==> src/rtl/dbgq_pkg.sv <==
package dbgq_pkg;

   typedef enum logic [1:0] {
      BPSEL_OFF   = 2'd0,
      BPSEL_USER  = 2'd1,
      BPSEL_SUPER = 2'd2,
      BPSEL_HYPER = 2'd3
   } bp_sel_e;

   typedef struct packed {
      logic pr;
      logic hv;
      logic dr;
   } mode_t;

   typedef struct packed {
      logic wt;
      logic wti;
      logic hv_en;
      logic sv_en;
      logic pr_en;
   } wp_ctl_t;

endpackage

==> src/rtl/dbgq_bp_qual.sv <==
module dbgq_bp_qual
   import dbgq_pkg::*;
(
   input  logic       hit_i,
   input  logic [1:0] sel_i,
   input  mode_t      mode_i,
   output logic       ok_o
);

   logic allowed;

   always_comb begin
      unique case (bp_sel_e'(sel_i))
         BPSEL_USER:  allowed = mode_i.pr;
         BPSEL_SUPER: allowed = !mode_i.pr && !mode_i.hv;
         BPSEL_HYPER: allowed = !mode_i.pr &&  mode_i.hv;
         default:     allowed = 1'b0;
      endcase
   end

   assign ok_o = hit_i && allowed;

endmodule

==> src/rtl/dbgq_wp_qual.sv <==
module dbgq_wp_qual
   import dbgq_pkg::*;
(
   input  logic    hit_i,
   input  wp_ctl_t ctl_i,
   input  mode_t   mode_i,
   output logic    ok_o
);

   logic veto;
   logic xlat_ok;

   always_comb begin
      veto = 1'b0;
      if (mode_i.pr && !ctl_i.pr_en) veto = 1'b1;
      if (mode_i.hv && !ctl_i.hv_en) veto = 1'b1;
      if (!ctl_i.sv_en)              veto = 1'b1;
   end

   always_comb begin
      if (ctl_i.wti) xlat_ok = 1'b1;
      else           xlat_ok = (ctl_i.wt == mode_i.dr);
   end

   assign ok_o = hit_i && !veto && xlat_ok;

endmodule

==> src/rtl/dbgq_evt_reg.sv <==
module dbgq_evt_reg #(
   parameter int W = 1
) (
   input  logic         clk,
   input  logic         rst_n,
   input  logic         en_i,
   input  logic [W-1:0] d_i,
   output logic [W-1:0] q_o
);

   logic [W-1:0] q_r;

   always_ff @(posedge clk or negedge rst_n) begin
      if (!rst_n) q_r <= '0;
      else        q_r <= en_i ? d_i : '0;
   end

   assign q_o = q_r & {W{en_i}};

endmodule

==> src/rtl/dbg_hit_qual.sv <==
module dbg_hit_qual
   import dbgq_pkg::*;
#(
   parameter int NUM_WPT  = 2,
   parameter int STATUS_W = 64,
   parameter int BP_BIT_A = 33,
   parameter int BP_BIT_B = 43,
   parameter int WP_BIT   = 41
) (
   input  logic                clk,
   input  logic                rst_n,
   input  logic                feat_en,
   input  logic                ms_pr,
   input  logic                ms_hv,
   input  logic                ms_dr,
   input  logic                bp_hit,
   input  logic [1:0]          bp_priv,
   input  logic [NUM_WPT-1:0]  wp_hit,
   input  logic [NUM_WPT-1:0]  wp_wt,
   input  logic [NUM_WPT-1:0]  wp_wti,
   input  logic [NUM_WPT-1:0]  wp_hv_en,
   input  logic [NUM_WPT-1:0]  wp_sv_en,
   input  logic [NUM_WPT-1:0]  wp_pr_en,
   output logic                bp_evt,
   output logic [STATUS_W-1:0] bp_status,
   output logic [NUM_WPT-1:0]  wp_evt,
   output logic [STATUS_W-1:0] wp_status
);

   localparam int EVT_W = NUM_WPT + 1;
   localparam logic [STATUS_W-1:0] ONE = {{(STATUS_W-1){1'b0}}, 1'b1};
   localparam logic [STATUS_W-1:0] BP_CODE =
      (ONE << (STATUS_W - 1 - BP_BIT_A)) | (ONE << (STATUS_W - 1 - BP_BIT_B));
   localparam logic [STATUS_W-1:0] WP_CODE = ONE << (STATUS_W - 1 - WP_BIT);

   generate
      if (NUM_WPT < 1)
         $error("NUM_WPT must be at least 1");
      if (BP_BIT_A >= STATUS_W || BP_BIT_B >= STATUS_W || WP_BIT >= STATUS_W)
         $error("status bit position outside STATUS_W");
      if (BP_BIT_A == BP_BIT_B)
         $error("breakpoint status bits must differ");
   endgenerate

   mode_t mode;
   assign mode = '{pr: ms_pr, hv: ms_hv, dr: ms_dr};

   logic [EVT_W-1:0] ok_vec;
   logic [EVT_W-1:0] evt_vec;

   dbgq_bp_qual u_bp (
      .hit_i  (bp_hit),
      .sel_i  (bp_priv),
      .mode_i (mode),
      .ok_o   (ok_vec[0])
   );

   genvar g;
   generate
      for (g = 0; g < NUM_WPT; g++) begin : g_wp
         wp_ctl_t ctl;
         assign ctl = '{wt: wp_wt[g], wti: wp_wti[g], hv_en: wp_hv_en[g],
                        sv_en: wp_sv_en[g], pr_en: wp_pr_en[g]};
         dbgq_wp_qual u_wp (
            .hit_i  (wp_hit[g]),
            .ctl_i  (ctl),
            .mode_i (mode),
            .ok_o   (ok_vec[g+1])
         );
      end
   endgenerate

   dbgq_evt_reg #(.W(EVT_W)) u_reg (
      .clk   (clk),
      .rst_n (rst_n),
      .en_i  (feat_en),
      .d_i   (ok_vec),
      .q_o   (evt_vec)
   );

   assign bp_evt    = evt_vec[0];
   assign wp_evt    = evt_vec[EVT_W-1:1];
   assign bp_status = bp_evt    ? BP_CODE : '0;
   assign wp_status = |wp_evt   ? WP_CODE : '0;

endmodule

==> config.mk <==
export PLATFORM = sky130hd
export DESIGN_NAME = dbg_hit_qual
export DESIGN_NICKNAME = d
export VERILOG_FILES = /design/src/rtl/dbgq_pkg.sv /design/src/rtl/dbgq_bp_qual.sv /design/src/rtl/dbgq_wp_qual.sv /design/src/rtl/dbgq_evt_reg.sv /design/src/rtl/dbg_hit_qual.sv
export SDC_FILE = /design/constraint.sdc
export NUM_CORES = 1
export LEC_CHECK = 0
export BUFFER_PORTS_ARGS = -buffer_cell sky130_fd_sc_hd__buf_2
export CORE_MARGIN = 2
export CORE_UTILIZATION = 33
export DETAILED_ROUTE_END_ITERATION = 12
export HOLD_SLACK_MARGIN = 0.05
export MAX_ROUTING_LAYER = met4
export PLACE_DENSITY = 0.85
export SYNTH_ARGS = -nofsm -noshare
export SYNTH_HDL_FRONTEND = slang
export SYNTH_HIERARCHICAL = 1
export SYNTH_SLANG_ARGS = --single-unit
export TNS_END_PERCENT = 10
==> constraint.sdc <==
create_clock -name clk -period 1.03 [get_ports clk]
set_input_delay 0.206 -clock clk [delete_from_list [all_inputs] [get_ports clk]]
set_output_delay 0.206 -clock clk [all_outputs]
set_load 0.005 [all_outputs]
Yosys cells after proc, flatten, opt, wreduce, memory -nomap -nowiden
Cells that the tools add are included.
{ "classes": {"n_eq_ne": 5, "muxes": 12, "bitwise": 1, "reduce_logical": 20} }
{ "ops": {"columns": ["operator", "n"], "rows": [
  ["$mux 31", 1],
  ["$mux 23", 1],
  ["$logic_and 1x1->1", 11],
  ["$logic_not 1->1", 8],
  ["$mux 1", 8],
  ["$eq 2x2->1 const B", 2],
  ["$and 3x3->3", 1],
  ["$mux 3", 1],
  ["$pmux 1 s3", 1],
  ["$eq 1x1->1", 2],
  ["$eq 2x1->1 const B", 1],
  ["$reduce_or 2->1", 1]
]} }
{ "word_totals": {"ff_bits": 3, "input_bits": 21, "out_inout_bits": 131, "elab_cells": 39} }

Logic depth before layout (Yosys ltp)
Gate-level depths: netlist of the first run.
{ "depth": {"word_depth": 9, "ltp_mapped": 3, "mapped_depth_nobuf": 3} }

Modules after synthesis
The synthesis of the first run kept the hierarchy.
{ "modules_own_cells": {"columns": ["mod", "instances", "cells_per_inst", "area_each_um2", "seq_area_each_um2"], "rows": [
  ["dbg_hit_qual", 1, 129, 963.4, 0.0],
  ["dbgq_evt_reg", 1, 9, 112.6, 75.1],
  ["dbgq_wp_qual", 2, 6, 43.8, 0.0],
  ["dbgq_bp_qual", 1, 4, 30.0, 0.0]
]} }

Least setup slack after synthesis of the first run
OpenSTA, ideal clock, no wires.
{ "synth_path": {"path_kind": "flip-flop to output port", "from": "register u_reg.q_r[2]", "to": "output wp_status[22]", "arrival_time_ns": 0.724, "required_ns": 0.824, "path_slack_ns": 0.100, "path_stages_with_launch": 3, "n_path_buf": 0, "path_cell_list": "dfrtp_1 > and2_1 > or2_1"} }
{ "synth_via": {"elab_chain_len": 3} }
{ "synth_rtl": {"columns": ["item", "line_no", "rtl"], "rows": [
  ["start, declared", "dbgq_evt_reg.sv:11", "logic [W-1:0] q_r;"],
  ["start signal, assigned", "dbgq_evt_reg.sv:15", "else q_r <= en_i ? d_i : '0;"],
  ["$and 3x3->3", "dbgq_evt_reg.sv:18", "assign q_o = q_r & {W{en_i}};"],
  ["named net wp_evt[1]", "dbg_hit_qual.sv:26", "output logic [NUM_WPT-1:0] wp_evt,"],
  ["$reduce_or 2->1", "dbg_hit_qual.sv:84", "assign wp_status = |wp_evt ? WP_CODE : '0;"],
  ["$mux 23", "dbg_hit_qual.sv:84", null],
  ["end, declared", "dbg_hit_qual.sv:27", "output logic [STATUS_W-1:0] wp_status"]
]} }
The timed path passes the listed nets, and every way through them passes these cells.

Worst setup path in the final report of the first run
{ "layout_path": {"from": "register u_reg.q_r[1]", "to": "output wp_status[22]"} }
{ "layout_via": {"elab_chain_len": 3} }
{ "layout_rtl": {"columns": ["item", "line_no"], "rows": [
  ["$and 3x3->3", "dbgq_evt_reg.sv:18"],
  ["$reduce_or 2->1", "dbg_hit_qual.sv:84"],
  ["$mux 23", "dbg_hit_qual.sv:84"]
]} }
Every way passes these cells.

==> parameters.txt, run 1 <==
Parameter                              Value

Status
  Run status ... finished with violations
  Violated checks ... setup timing

Detailed routing
  Vias per inst ... 2.76
  Average routed wire per standard cell ... 6.76 µm
  Initial drt markers ... 2
  DRT antenna net count ... 0
  Routed via count ... 633
  Drt pass-1 iters ... 2
  Total wirelength of the detailed-routed design ... 1.55 mm
  Count of unresolved DRC violations after routing ... 0

CTS
  CTS Root Cell ... sky130_fd_sc_hd__clkbuf_4
  Sink Count ... 3
  Clock tree from TritonCTS ... built
  Num CTS Buffers ... 3
  Clk slew on worst S/H paths ... 0.04 ns
  Deepest level of the CTS H-tree ... 1
  Max Buffers Root-to-Sink ... 2

Pwr
  Comb power frac ... 39.4%
  Fraction of power spent switching nets ... 39.3%
  Sequential cell fraction of total power ... 22.9%
  Power density over the cells ... 557 nW/µm²
  Net Sw Power ... 0.211 mW
  Leakage ... 0.654 nW
  Overall power consumption ... 0.537 mW
  Cell-internal power ... 0.326 mW
  Part of the total power dissipated in the clock network ... 37.7%
  IR drop worst, VDD ... 0.323 mV

STA
  Maximum operating frequency ... 0.794 GHz
  Final worst slack ... -0.230 ns
  Finish-stage setup viols ... 6
  Pins Over Slew Limit ... 0
  Final hold slack ... 0.311 ns
  Period utilisation layout ... 122%
  Total Neg Setup Slack ... -0.324 ns
  Setup repair after global routing missed its margin ... yes
  Hold violation count in the final report ... 0
  Crit path time final ... 1.26 ns

Layout
  Top Registers ... u_reg/q_r (3)
  Top reg by flops ... u_reg/q_r
  Number of standard cells in the layout, taps in and fillers out ... 229
  Fin nets ... 205
  Layout Utilization ... 28.2%
  Number of diodes ... 0
  Area growth, synth to finish ... -19.3%
  Number of fill cells ... 388
  Fraction of final layout cells with drive strength greater than 1 ... 19.1%
  Flip-flop count of the largest register after layout ... 3
  Combined flip-flop and latch cell area ... 75.1 µm²
  Multi-input logic area ... 631 µm²
  Final design instance area without fill ... 963 µm²

Yosys
  Yosys warnings ... 6
  Synth Register Bits ... 3
  Sequential fraction of the synthesis area ... 6.29%
  Post-synth design cell area ... 1190 µm²
  Synth Instances ... 154
  Synthesized area divided by synthesized cell count ... 7.75 µm²
  Yosys cell types ... 13

Global routing
  Aggregate global routing overflow ... 0
  Aggregate global-route resource usage ... 6.04%
  Global-route wire length before repair ... 1.81 mm
  Number of antenna violations at the first check in global routing ... 0
  Maximum number of pins on one net before global-route repair ... 5
  Via count of the first global-routing pass ... 446

Placed design
  Final HPWL DP ... 1.51 mm
  Final estimated routing congestion in global placement ... 0.698
  Placed cell areas ... 901 µm²
  Worst slack, placed ... -0.0589 ns
  Cell count after placement ... 224
  Number of input and output port buffers inserted ... 26

Floorplan
  Area of the die ... 4110 µm²
  Initial Utilization ... 34.9%
  Core Box Area ... 3420 µm²
  Die span in x ... 64.1 µm
  Row cnt ... 21
  IO Count ... 152
  Die Y ... 64.1 µm

Setup path
  Maximum fanout count along the critical path ... 2
  Slowest cell on the critical path ... sky130_fd_sc_hd__dfrtp_1
  Launching element type of the critical path ... flop
  Cell-by-cell listing of the critical path ... and2_4 > or2_1 > buf_2
  Arrival @ worst endpoint ... 1.05 ns
  Classification of the worst setup path ... flop to primary output
  Data required, critical path ... 0.82 ns
  Crit path capture type ... primary output
  Largest stage delay on the critical path ... 0.35 ns

Worst hold path
  Classification of the worst-slack hold path ... input pin to async pin

Run
  Count of max-cap constraint violations ... 0
## cell usage after synthesis
master	number	area, µm²
sky130_fd_sc_hd__a2111oi_2	2	30.0
sky130_fd_sc_hd__buf_4	127	953
sky130_fd_sc_hd__nand4b_1	1	8.76
sky130_fd_sc_hd__conb_1	1	3.75
sky130_fd_sc_hd__inv_1	2	7.51
sky130_fd_sc_hd__nor2b_1	4	25.0
sky130_fd_sc_hd__and2_1	6	37.5
sky130_fd_sc_hd__or2_1	1	6.26
sky130_fd_sc_hd__nand3b_1	1	7.51
sky130_fd_sc_hd__nand2_1	2	7.51
sky130_fd_sc_hd__xor2_1	3	26.3
sky130_fd_sc_hd__dfrtp_1	3	75.1
sky130_fd_sc_hd__o21ai_1	1	5.00
## cell type report
type	instances	share of cell area [%]
Inverter	2	0.779
Timing Repair Buffer	28	17.3
Multi-Input combinational cell	146	65.5
Clock buffer	4	2.73
Tap cell	46	5.97
Sequential cell	3	7.79
## worst max path at each step
stage	endpoint	slack (ns)	startpoint	cells after the start
2_1_floorplan	wp_status[22]	0.1	u_reg/q_r[2]	2
3_3_place_gp	wp_status[22]	-0.03	u_reg/q_r[2]	3
3_5_place_dp	u_reg/q_r[1]	-0.06	ms_dr	4
4_1_cts	wp_status[22]	-0.25	u_reg/q_r[1]	3
5_1_grt	wp_status[22]	-0.27	u_reg/q_r[1]	3
6_report	wp_status[22]	-0.23	u_reg/q_r[1]	3
## routing by layer
metal / share of wire (%) / track usage (%) / vias up
met2: 61 / 13.3 / 86
met4: 0.39 / 3.19 / 0
li1: - / - / 274
met5: 0 / - / -
met1: 22 / 4.27 / 271
met3: 16 / 1.06 / 2
## power groups by stage
stage / clock network, mW / registers (mW) / logic, mW
floorplan: 0 / 0.124 / 0.479
global placement: 0 / 0.124 / 0.187
detailed placement: 0 / 0.124 / 0.193
CTS: 0.217 / 0.123 / 0.199
global route: 0.222 / 0.123 / 0.246
finish: 0.203 / 0.123 / 0.211
## cell families after synthesis
group           synth area share (%)
flops                           6.29
other cells                    0.314
simple gates                    7.76
xor+xnor                        2.20
compound gates                  2.93
buf+inv                         80.5
## worst max-delay path, delay by kind of cell, from the launching register on
kind / cells / cell delay [ns]
flip-flops: 1 / 0.35
AND/OR/NAND/NOR: 2 / 0.35
buffers and inverters: 1 / 0.13
## layout by cell type, fill, tap and decap left out
| cell type | n |
|---|---|
| sky130_fd_sc_hd__clkbuf_4 | 3 |
| sky130_fd_sc_hd__inv_1 | 2 |
| sky130_fd_sc_hd__o21ai_1 | 1 |
| sky130_fd_sc_hd__buf_6 | 3 |
| sky130_fd_sc_hd__a2111oi_2 | 2 |
| sky130_fd_sc_hd__xor2_1 | 3 |
| sky130_fd_sc_hd__and2_4 | 3 |
| sky130_fd_sc_hd__buf_2 | 23 |
| sky130_fd_sc_hd__nand2_1 | 2 |
| sky130_fd_sc_hd__nand4b_1 | 1 |
| sky130_fd_sc_hd__dfrtp_1 | 3 |
| sky130_fd_sc_hd__clkbuf_1 | 1 |
| sky130_fd_sc_hd__nor2b_1 | 4 |
| sky130_fd_sc_hd__or2_1 | 1 |
| sky130_fd_sc_hd__dlygate4sd3_1 | 1 |
| sky130_fd_sc_hd__nand3b_1 | 1 |
| sky130_fd_sc_hd__conb_1 | 125 |
| sky130_fd_sc_hd__buf_4 | 1 |
| sky130_fd_sc_hd__and2_1 | 3 |
## timing repair
action / CTS / global route
pin swaps: 4 / 0
setup buffers: 0 / 0
endpoints found under the hold margin: 3 / 0
endpoints found under the setup margin: 6 / 6
hold buffers: 1 / 0
resized for setup: 4 / 2
Power figures use the tool's default switching activity.
==> run 2, diff against run 1 <==
--- a/config.mk
+++ b/config.mk
@@ -6,11 +6,12 @@
 export NUM_CORES = 1
 export LEC_CHECK = 0
 export BUFFER_PORTS_ARGS = -buffer_cell sky130_fd_sc_hd__buf_2
+export CAP_MARGIN = 30
+export CORE_ASPECT_RATIO = 1.4
 export CORE_MARGIN = 2
 export CORE_UTILIZATION = 33
 export DETAILED_ROUTE_END_ITERATION = 12
 export HOLD_SLACK_MARGIN = 0.05
-export MAX_ROUTING_LAYER = met4
 export PLACE_DENSITY = 0.85
 export SYNTH_ARGS = -nofsm -noshare
 export SYNTH_HDL_FRONTEND = slang
==> parameters.txt, run 2 (synthesized netlist as in run 1, its figures left out) <==
Parameter                              Value

Layout
  Final design instance area without fill ... 981 µm²
  Leading cell types in the layout, fill and taps excluded ... sky130_fd_sc_hd__conb_1 (125), sky130_fd_sc_hd__buf_2 (22), sky130_fd_sc_hd__nor2b_1 (4), sky130_fd_sc_hd__buf_6 (4)
  Number of standard cells in the layout, taps in and fillers out ... 223
  Area growth, synth to finish ... -17.8%
  Multi-input logic area ... 631 µm²
  Layout Utilization ... 28.8%
  Most common cell after layout, fill and taps aside ... sky130_fd_sc_hd__conb_1
  Number of fill cells ... 360
  Fin nets ... 205
  Flip-flop count of the largest register after layout ... 3
  Top reg by flops ... u_reg/q_r
  Top Registers ... u_reg/q_r (3)
  Combined flip-flop and latch cell area ... 75.1 µm²
  Fraction of final layout cells with drive strength greater than 1 ... 19.1%
  Number of diodes ... 0

STA
  Setup repair after global routing missed its margin ... yes
  Period utilisation layout ... 121%
  Hold violation count in the final report ... 0
  Crit path time final ... 1.25 ns
  Maximum operating frequency ... 0.801 GHz
  Pins Over Slew Limit ... 0
  Finish-stage setup viols ... 6
  Final worst slack ... -0.218 ns

Status
  Violated checks ... setup timing
  Run status ... finished with violations

Global routing
  Aggregate global routing overflow ... 0
  Maximum number of pins on one net before global-route repair ... 5
  Global-route wire length before repair ... 1.33 mm
  Most used routing layer in global routing ... met2
  M1 GR Usage ... 3.12%
  Aggregate global-route resource usage ... 5.19%
  GR Layer Usage met2 ... 10.3%
  Number of antenna violations at the first check in global routing ... 0
  M3 GR Usage ... 0.595%
  Via count of the first global-routing pass ... 327

Floorplan
  IO Count ... 152
  Area of the die ... 4120 µm²
  Initial Utilization ... 35.0%
  Row cnt ... 25
  Die Y ... 75.2 µm
  Core Box Area ... 3410 µm²
  Die span in x ... 54.8 µm

Setup path
  Arrival @ worst endpoint ... 1.04 ns
  Maximum fanout count along the critical path ... 2
  Setup crit start ... u_reg/q_r[1]
  Data required, critical path ... 0.82 ns
  Launching element type of the critical path ... flop
  Crit path capture type ... primary output
  CP endpoint ... wp_status[22]
  Classification of the worst setup path ... flop to primary output

Pwr
  Power density over the cells ... 693 nW/µm²
  Leakage ... 0.663 nW
  Overall power consumption ... 0.679 mW
  IR drop worst, VDD ... 0.669 mV

Placed design
  Final estimated routing congestion in global placement ... 0.736
  Worst slack, placed ... -0.0682 ns
  Number of input and output port buffers inserted ... 26
  Final HPWL DP ... 1.44 mm
  Cell count after placement ... 218
  Placed cell areas ... 893 µm²

Run
  Count of max-cap constraint violations ... 0

Detailed routing
  Total wirelength of the detailed-routed design ... 1.50 mm
  DRT antenna net count ... 0
  Routed via count ... 633
  Vias per inst ... 2.84
  Initial drt markers ... 5
  Count of unresolved DRC violations after routing ... 0
  Drt pass-1 iters ... 2
  Average routed wire per standard cell ... 6.72 µm

CTS
  Clock tree from TritonCTS ... built
  Num CTS Buffers ... 3
  Deepest level of the CTS H-tree ... 1
  Total setup buffers inserted after CTS ... 0
  Clk slew on worst S/H paths ... 0.03 ns
  CTS Root Cell ... sky130_fd_sc_hd__clkbuf_8
  Max Buffers Root-to-Sink ... 2
  Sink Count ... 3

Worst hold path
  Classification of the worst-slack hold path ... input pin to async pin
## run 2: how the worst min path moves through the flow
stage / end / slack [ns] / start / cells past startpoint
final: u_reg/q_r[1] / 0.32 / rst_n / 2
after global routing: u_reg/q_r[1] / 0.33 / rst_n / 2
after CTS: u_reg/q_r[1] / 0.31 / rst_n / 2
after detailed placement: u_reg/q_r[0] / 0.004 / rst_n / 1
after global placement: u_reg/q_r[0] / 0.003 / rst_n / 1
after floorplan: u_reg/q_r[0] / -0.09 / rst_n / 0
## run 2: worst max-delay path, stage by stage, from the launching register on
cell	delay, ns
sky130_fd_sc_hd__dfrtp_1	0.36
sky130_fd_sc_hd__and2_4	0.14
sky130_fd_sc_hd__or2_1	0.21
sky130_fd_sc_hd__buf_2	0.12
## run 2: cell type report
class | count | share of cell area, %
repair buffers | 28 | 17.6
clock buffers | 4 | 4.59
inverters | 2 | 0.765
flip-flops and latches | 3 | 7.65
well taps | 40 | 5.10
multi-input cells | 146 | 64.3
## run 2: per-stage QoR
step | hold slack [ns] | TNS [ns]
after floorplan | -0.0896 | 0
after global placement | 0.00337 | -0.0940
after detailed placement | 0.00385 | -0.197
after CTS | 0.306 | -0.345
after global routing | 0.332 | -0.410
final | 0.322 | -0.233
## run 2: per-layer routing
layer / part of all wire [%] / wire length [µm] / up-vias
li1: - / - / 274
met1: 21 / 319 / 264
met2: 58 / 870 / 93
met3: 19 / 281 / 2
met4: 1.8 / 27 / 0
met5: 0 / 0 / -
## run 2: power breakdown
group | internal (mW) | switching (mW)
clock network | 0.264 | 0.0790
registers | 0.122 | 0.00116
logic | 0.0596 | 0.153
total | 0.446 | 0.233
## run 2: repair_timing
action,4_1_cts,5_1_grt
pin swaps,4,0
hold buffers,1,0
hold endpoints to repair,3,0
gates resized for setup,3,4
endpoints found under the setup margin,6,6
==> run 3, diff against run 2 <==
--- a/config.mk
+++ b/config.mk
@@ -13,6 +13,7 @@
 export DETAILED_ROUTE_END_ITERATION = 12
 export HOLD_SLACK_MARGIN = 0.05
 export PLACE_DENSITY = 0.85
+export RECOVER_POWER = 25
 export SYNTH_ARGS = -nofsm -noshare
 export SYNTH_HDL_FRONTEND = slang
 export SYNTH_HIERARCHICAL = 1
==> parameters.txt, run 3 (synthesized netlist as in run 1, its figures left out) <==
Parameter                              Value

STA
  Setup repair after global routing missed its margin ... yes
  Period utilisation layout ... 121%
  Pins Over Slew Limit ... 0
  Hold violation count in the final report ... 0
  Crit path time final ... 1.25 ns
  Finish-stage setup viols ... 6
  Maximum operating frequency ... 0.801 GHz
  Final worst slack ... -0.218 ns
  Final hold slack ... 0.339 ns

Layout
  Most common cell after layout, fill and taps aside ... sky130_fd_sc_hd__conb_1
  Top reg by flops ... u_reg/q_r
  Number of diodes ... 0
  Area growth, synth to finish ... -17.9%
  Leading cell types in the layout, fill and taps excluded ... sky130_fd_sc_hd__conb_1 (125), sky130_fd_sc_hd__buf_2 (21), sky130_fd_sc_hd__nor2b_1 (4), sky130_fd_sc_hd__buf_6 (4)
  Fraction of final layout cells with drive strength greater than 1 ... 18.6%
  Number of fill cells ... 360
  Multi-input logic area ... 631 µm²
  Fin nets ... 205
  Top Registers ... u_reg/q_r (3)
  Final design instance area without fill ... 980 µm²
  Combined flip-flop and latch cell area ... 75.1 µm²
  Flip-flop count of the largest register after layout ... 3

Setup path
  Largest delay share family, worst path ... flip-flops
  Cell-by-cell listing of the critical path ... and2_4 > or2_1 > buf_2
  Classification of the worst setup path ... flop to primary output
  Crit path capture type ... primary output
  Data required, critical path ... 0.82 ns
  Arrival @ worst endpoint ... 1.04 ns
  Maximum fanout count along the critical path ... 2
  Largest stage delay on the critical path ... 0.36 ns
  Count of buffer and inverter cells on the critical path ... 1
  Launching element type of the critical path ... flop
  Slowest cell on the critical path ... sky130_fd_sc_hd__dfrtp_1

Pwr
  Fraction of power spent switching nets ... 34.5%
  Net Sw Power ... 0.234 mW
  Power density over the cells ... 694 nW/µm²
  Leakage ... 0.660 nW
  Comb power frac ... 31.3%
  IR drop worst, VDD ... 0.669 mV
  Part of the total power dissipated in the clock network ... 50.6%
  Sequential cell fraction of total power ... 18.1%
  Cell-internal power ... 0.445 mW

CTS
  Deepest level of the CTS H-tree ... 1
  Clk slew on worst S/H paths ... 0.03 ns
  Max Buffers Root-to-Sink ... 2
  Num CTS Buffers ... 3
  Total setup buffers inserted after CTS ... 0
  CTS Root Cell ... sky130_fd_sc_hd__clkbuf_8
  Sink Count ... 3
  Clock tree from TritonCTS ... built

Detailed routing
  Drt pass-1 iters ... 2
  Average routed wire per standard cell ... 6.71 µm
  Total wirelength of the detailed-routed design ... 1.50 mm
  Vias per inst ... 2.84
  Count of unresolved DRC violations after routing ... 0
  DRT antenna net count ... 0
  Routed via count ... 633
  Initial drt markers ... 5

Placed design
  Placed cell areas ... 893 µm²
  Final estimated routing congestion in global placement ... 0.736
  Number of input and output port buffers inserted ... 26
  Worst slack, placed ... -0.0682 ns
  Final HPWL DP ... 1.44 mm

Run
  Count of max-cap constraint violations ... 0

Floorplan
  Area of the die ... 4120 µm²
  Die span in x ... 54.8 µm
  IO Count ... 152
  Die Y ... 75.2 µm
  Core Box Area ... 3410 µm²
  Row cnt ... 25
  Initial Utilization ... 35.0%

Global routing
  Number of antenna violations at the first check in global routing ... 0
  Aggregate global routing overflow ... 0
  Maximum number of pins on one net before global-route repair ... 5
  Via count of the first global-routing pass ... 327
  Aggregate global-route resource usage ... 5.19%
  Global-route wire length before repair ... 1.33 mm

Status
  Violated checks ... setup timing
  Run status ... finished with violations

Worst hold path
  Classification of the worst-slack hold path ... input pin to async pin
run 3: changes by cell type in the layout (fill, tap and decap cells not counted):
| cell | before | now |
|---|---|---|
| sky130_fd_sc_hd__clkbuf_1 | 1 | 2 |
| sky130_fd_sc_hd__buf_2 | 22 | 21 |
run 3: timing repair:
action / 4_1_cts / 5_1_grt
gates resized for setup: 3 / 4
cloned: 0 / 0
hold endpoints to repair: 3 / 0
endpoints found under the setup margin: 6 / 6
hold buffers: 1 / 0
pin swaps: 4 / 0
run 3: final cells by class:
type	instances	share of cell area, %
multi-input cells	146	64.4
repair buffers	28	17.5
flip-flops and latches	3	7.66
well taps	40	5.11
clock buffers	4	4.60
inverters	2	0.766
run 3: final timing paths:
check | start | endpoint | slack (ns) | cells after the start
max in group asynchronous | rst_n | u_reg/q_r[0] | 0.54 | 2
worst max-delay path | u_reg/q_r[1] | wp_status[22] | -0.22 | 3
worst min-delay path | rst_n | u_reg/q_r[2] | 0.34 | 2
min in group clk | feat_en | u_reg/q_r[0] | 0.36 | 3
run 3: power groups by stage:
| stage | clock network (mW) | logic (mW) | registers (mW) |
|---|---|---|---|
| finish | 0.344 | 0.212 | 0.123 |
| global route | 0.357 | 0.260 | 0.124 |
| CTS | 0.355 | 0.199 | 0.124 |
| detailed placement | 0 | 0.194 | 0.125 |
| global placement | 0 | 0.190 | 0.125 |
| floorplan | 0 | 0.479 | 0.124 |
run 3: through the flow:
step / power [mW] / utilization (%) / cells / setup TNS [ns]
2_1_floorplan: 0.603 / - / 278 / 0
3_3_place_gp: 0.315 / 26.2 / 218 / -0.0940
3_5_place_dp: 0.318 / 26.2 / 218 / -0.197
4_1_cts: 0.677 / 28.0 / 223 / -0.345
5_1_grt: 0.741 / 28.7 / 223 / -0.410
6_report: 0.680 / 28.7 / 223 / -0.234
run 3: routing by layer:
| metal | GRT usage [%] | wire length, µm | vias to the layer above |
|---|---|---|---|
| met5 | 0 | 0 | - |
| li1 | - | - | 274 |
| met1 | 3.12 | 318 | 264 |
| met3 | 0.595 | 281 | 2 |
| met4 | 6.67 | 27 | 0 |
| met2 | 10.3 | 869 | 93 |
